### config.mk
export PLATFORM = sky130hd
export DESIGN_NAME = sci_status_reg
export DESIGN_NICKNAME = d
export VERILOG_FILES = /design/src/rtl/sci_status_reg.sv
export SDC_FILE = /design/constraint.sdc
export NUM_CORES = 1
export LEC_CHECK = 0
export ABC_AREA = 1
export CORE_AREA = 10 10 52 54
export DETAILED_ROUTE_END_ITERATION = 12
export DIE_AREA = 0 0 62 64
export GPL_TIMING_DRIVEN = 0
export PLACE_DENSITY = 0.74
export SYNTH_ARGS = -nofsm -noshare
export SYNTH_HDL_FRONTEND = slang
export SYNTH_SLANG_ARGS = --single-unit
### constraint.sdc
create_clock -name clk -period 1.15 [get_ports clk]
set_clock_uncertainty 0.2 [all_clocks]
set_input_delay 0.23 -clock clk [delete_from_list [all_inputs] [get_ports clk]]
set_output_delay 0.23 -clock clk [all_outputs]
set_load 0.01 [all_outputs]
### src/rtl/sci_status_reg.sv
module sci_status_reg (
  input  logic       clk,
  input  logic       rst_n,
  input  logic       rd_en,
  input  logic       wr_en,
  input  logic [7:0] wr_data,
  output logic [7:0] rd_data,
  input  logic       txbuf_wr,
  input  logic       rxbuf_rd,
  input  logic       tx_enable,
  input  logic       tx_load,
  input  logic       tx_last_bit,
  input  logic       rx_done,
  input  logic       rx_stop_bit,
  input  logic       rx_parity_bad,
  input  logic       rx_mpb,
  output logic       mpb_tx
);

  logic txe, rxf, ovr, frm, par, txd, mpb_rx;
  logic [4:0] arm;

  wire [4:0] flags5 = {txe, rxf, ovr, frm, par};
  wire [4:0] wclr   = {5{wr_en}} & arm & ~wr_data[7:3];

  wire rx_take = rx_done & ~rxf;

  wire set_txe = ~tx_enable | tx_load;
  wire set_rxf = rx_take & rx_stop_bit & ~rx_parity_bad;
  wire set_ovr = rx_done & rxf;
  wire set_frm = rx_take & ~rx_stop_bit;
  wire set_par = rx_take & rx_parity_bad;
  wire set_txd = ~tx_enable | (tx_last_bit & txe);
  wire [4:0] set5 = {set_txe, set_rxf, set_ovr, set_frm, set_par};

  wire clr_txe = txbuf_wr | wclr[4];
  wire clr_rxf = rxbuf_rd | wclr[3];

  assign rd_data = {txe, rxf, ovr, frm, par, txd, mpb_rx, mpb_tx};

  always_ff @(posedge clk or negedge rst_n) begin
    if (!rst_n) begin
      txe    <= 1'b1;
      rxf    <= 1'b0;
      ovr    <= 1'b0;
      frm    <= 1'b0;
      par    <= 1'b0;
      txd    <= 1'b1;
      mpb_rx <= 1'b0;
      mpb_tx <= 1'b0;
      arm    <= '0;
    end else begin
      txe <= set_txe | (txe & ~clr_txe);
      rxf <= set_rxf | (rxf & ~clr_rxf);
      ovr <= set_ovr | (ovr & ~wclr[2]);
      frm <= set_frm | (frm & ~wclr[1]);
      par <= set_par | (par & ~wclr[0]);
      txd <= set_txd | (txd & ~clr_txe);
      if (rx_take) mpb_rx <= rx_mpb;
      if (wr_en)   mpb_tx <= wr_data[0];
      arm <= (wr_en ? 5'b0 : (rd_en ? flags5 : arm)) & ~set5;
    end
  end

  a_r1_reset_value: assert property (@(posedge clk) !rst_n |=> rd_data == 8'h84 || !rst_n);

  a_r3_txe_fall_cause: assert property (@(posedge clk) disable iff (!rst_n)
    $fell(txe) |-> $past(txbuf_wr || (wr_en && !wr_data[7])));

  a_r3_frm_fall_cause: assert property (@(posedge clk) disable iff (!rst_n)
    $fell(frm) |-> $past(wr_en && !wr_data[4]));

  a_r5_set_wins: assert property (@(posedge clk) disable iff (!rst_n)
    (rx_done && !rxf && !rx_stop_bit) |=> frm);

  a_r7_disable_forces: assert property (@(posedge clk) disable iff (!rst_n)
    !tx_enable |=> txe && txd);

  a_r9_overrun: assert property (@(posedge clk) disable iff (!rst_n)
    (rx_done && rxf) |=> ovr && rxf && $stable(mpb_rx));

  a_r9_ovr_rise: assert property (@(posedge clk) disable iff (!rst_n)
    $rose(ovr) |-> $past(rx_done && rxf));

  a_r11_mpb_tx: assert property (@(posedge clk) disable iff (!rst_n)
    wr_en |=> mpb_tx == $past(wr_data[0]));

endmodule

Yosys cells after proc, flatten, opt, wreduce, memory -nomap -nowiden. Cells that the tools add are included.

Register bits after elaboration: 13. Input port bits: 21. Output and inout bits: 9. Logic and storage cells: 48.

Mux-type cells: 2. Bitwise operators: 37.

Operators by type and width (number): $and 5x5->5 (3); $and 1x1->1 (13); $mux 5 (2); $not 5->5 (2); $or 1x1->1 (10); $not 1->1 (9).

Logic depth before layout (Yosys ltp).
Word-level depth: 6. Mapped depth: 5. Depth with buffers taken out: 5.

Least setup slack after synthesis. OpenSTA, ideal clock, no wires.

Path kind: reg2out. Start point: register txe. End point: output rd_data[7]. Arrival time: 634 ps. Data required time: 720 ps. Setup slack: 86 ps. Cell stages (with the launch flop): 2. Buffers on the path: 1. Path through: dfstp_2 -> buf_4.

RTL lines: from (decl) (line 20) `logic txe, rxf, ovr, frm, par, txd, mpb_rx;`; from (signal assigned) (line 53) `txe <= set_txe | (txe & ~clr_txe);`; to (decl) (line 7) `output logic [7:0] rd_data,`.

No word-level cell between the ends.

Worst setup path in the final report.
Start point: register txe. End point: output rd_data[7].

No word-level cell between the ends.

==> impl_metrics.csv <==
group,metric,value,unit
worst_setup_path,crit_path_max_fanout,2,
timing,timing.final.setup_violations,10,
floorplan,design.core.area,0.00171,mm^2
synthesis,share_of_the_synthesized_area_in_compound_gates_ao_oa_aoi_oai,6.13,%
worst_setup_path,worst-path-stages,2,
placed_design,buffer_ports.inserted,27,
clocking,clockBufferDepth,2,
timing,top_achievable_clock_speed,699,MHz
layout,largest_register_ff_count,5,
outcome,result_of_the_run,"complete, but fails checks",
synthesis,synth-adder-area-share,0,%
drt,drc,0,
placed_design,dp_hpwl,1.29,mm
drt,route.final.wire_length,1.74,mm
outcome,failed_checks,"negative setup slack",
layout,num_antenna_cells,0,
global_route,grt_overflow_total,0,
layout,drive_above_1_share,26.7,%
synthesis,synth.ff_latch_count,13,
clocking,h-tree-depth,1,
floorplan,dieHeight,64,um
worst_setup_path,worst-r2r-cell-count,6,
timing,timing.final.crit_share,124,%
synthesis,synth_flop_cell,"dfrtp_1",
clocking,cts_num_sinks,13,
synthesis,yosys_warns,0,
layout,postLayoutCellArea,0.00107,mm^2
drt,drt-vias-per-instance,4.41,
worst_setup_path,worst_r2r_endpoint,"arm[4]",
timing,slew_headroom,58.7,%
worst_setup_path,worst_path_max_delay_cell,"dfstp_2",
synthesis,syn-mean-instance-area,7.59,um^2
floorplan,floorplan.rows,15,
timing,final_critical_path_setup_slack,-0.280,ns
worst_setup_path,cp-end-kind,"output pin",
synthesis,synth_enable_flop_cells,0,
timing,rsz0062_at_grt,"true",
synthesis,ys_top_cells_by_count,"nand2_1, inv_1, dfrtp_1",
global_route,grt_max_degree,14,
worst_setup_path,timing_worst_setup_path_type,"reg2out",
layout,final.fill_count,149,
worst_setup_path,critPathTopFamily,"flip-flops",
synthesis,synth_top_area_share,42.1,%
floorplan,die_area,0.00397,mm^2
synthesis,synth-async-reset-ratio,100,%
worst_setup_path,critPathCapture,"rd_data[7]",
power_and_ir_drop,leakagePower,0.537,nW
timing,final.min_clock_period,1.43,ns
global_route,grt_pass1_vias,637,
clocking,cts_root_buffer,"clkbuf_4",
synthesis,synthMostInstantiatedCell,"nand2_1",
worst_setup_path,worst-endpoint-arrival,1.00,ns
floorplan,design.portCount,30,
clocking,cts_buffers,3,
placed_design,place_area,955,um^2
timing,drv_slew,0,
synthesis,yosys-mux-area-fraction,0,%
floorplan,starting_density_of_the_core,38.2,%
floorplan,die_w,62,um
synthesis,synth_xor_area_share,0,%
power_and_ir_drop,report.power.total,0.00120,W
worst_setup_path,cp_common_cell,"buf_6",
layout,layout-area-overhead-vs-synth,64.0,%
layout,final-seq-area,328,um^2
layout,fin_nets,142,
synthesis,synthesis.area,653,um^2
clocking,clock_latency,0.28,ns
timing,final-hold-violation-count,0,
synthesis,synthTopCellsByArea,"dfrtp_1, nand2_1, buf_4",
global_route,grt_usage,9.12,%
worst_hold_path,hold_class,"in2async",
layout,multiInputGateArea,253,um^2
drt,first_iter_violations,6,
synthesis,synth_top_family_by_area,"simple AND/OR/NAND/NOR gates",
synthesis,synthDominantAreaCellType,"dfrtp_1",
placed_design,gp_congestion,0.766,
synthesis,postSynthNetCount,107,
clocking,cts_hold_repair.buffers,0,
timing,timing_worst_slew_pin_value,0.618,ns
worst_setup_path,worstSetupStartpointType,"flip-flop",
drt,drtAntennaViolNets,0,
global_route,grt_pass1_wl,2.74,mm
worst_setup_path,r2r_start,"txe",
job,max-cap-violations,0,
drt,first_pass_iters,2,
clocking,tritoncts,"done",
worst_setup_path,timing.critical_path.required,0.72,ns
power_and_ir_drop,irDropWorstVdd,617,uV
layout,top_register,"arm",
global_route,grt_antenna_before_repair,0,
power_and_ir_drop,power_density,1120,mW/mm^2
drt,routed_length_per_instance,12.0,um
synthesis,post_synth_inst_count,86,
drt,num_vias,639,
worst_setup_path,setup.reg_to_reg.worst_slack,-0.10,ns
worst_setup_path,slowest_delay,0.55,ns
placed_design,place_worst_setup_slack,-0.442,ns
synthesis,yosys.area_share.simple,27.6,%
worst_setup_path,timing.critical_path.buf_inv,2,
synthesis,synthDistinctLibCells,10,
worst_setup_path,critPathLaunch,"txe",
clocking,clk_pin_slew,0.08,ns
worst_setup_path,cp_cell_sequence,"buf_6, buf_6",
synthesis,synth-seq-area-share,50.2,%
[where the power goes]
group	total [W]	internal (W)	switching, W
sequential	0.000543	0.000509	0.0000336
clock	0.000290	0.000135	0.000155
combinational	0.000368	0.000220	0.000149
total	0.00120	0.000864	0.000338
[metrics by stage]
| stage | util (%) | cells | hold slack, ns | setup TNS (ns) |
|---|---|---|---|---|
| floorplan | - | 86 | -0.266 | 0 |
| global placement | 55.9 | 138 | 0.258 | -7.94 |
| detailed placement | 55.9 | 138 | 0.268 | -7.98 |
| CTS | 58.2 | 142 | 0.142 | -1.42 |
| global route | 62.7 | 145 | 0.151 | -1.95 |
| finish | 62.7 | 145 | 0.130 | -1.42 |
[how the worst min path moves through the flow]
stage / start / end
6_report: rst_n / frm
5_1_grt: rst_n / arm[1]
4_1_cts: rst_n / arm[1]
3_5_place_dp: mpb_rx / mpb_rx
3_3_place_gp: mpb_rx / mpb_rx
2_1_floorplan: rst_n / arm[0]
[layout make-up]
class                   instances  share of cell area (%)
plain buffers                   3                    3.15
repair buffers                 35                    32.4
well taps                      25                    2.92
flip-flops and latches         13                    30.6
multi-input cells              53                    23.6
clock buffers                   4                    2.45
inverters                      12                    4.91
[repair_timing]
item                                    in CTS  in global routing
pin swaps                                    1                  3
gates resized for setup                     51                 14
endpoints found under the setup margin      16                 12
endpoints found under the hold margin        0                  0
setup buffers                                5                  3
[placed cells by master (no fill, tap or decap), drive strengths merged]
cell            n
nand2          30
buf            20
clkdlybuf4s50  16
inv            12
dfrtp          11
nor2            7
nand3           7
o21ai           6
clkbuf          4
a21oi           2
dlygate4sd2     2
dfstp           2
and2            1
[cells by family (layout without fill, tap and decap cells)]
group | Yosys count | in the layout
and+or+nand+nor | 45 | 45
buffers and inverters | 20 | 54
AOI/OAI and AO/OA | 8 | 8
DFF | 13 | 13
[metal layers]
layer / vias up / share of wire, % / global-route usage (%) / wire [um]
li1: 322 / - / - / -
met1: 288 / 42 / 10.3 / 736
met2: 22 / 47 / 13.7 / 808
met3: 7 / 7.9 / 3.56 / 137
met4: 0 / 3.2 / 5.87 / 55
met5: - / 0 / 0 / 0
No activity file was read; power rests on OpenSTA's default activity.
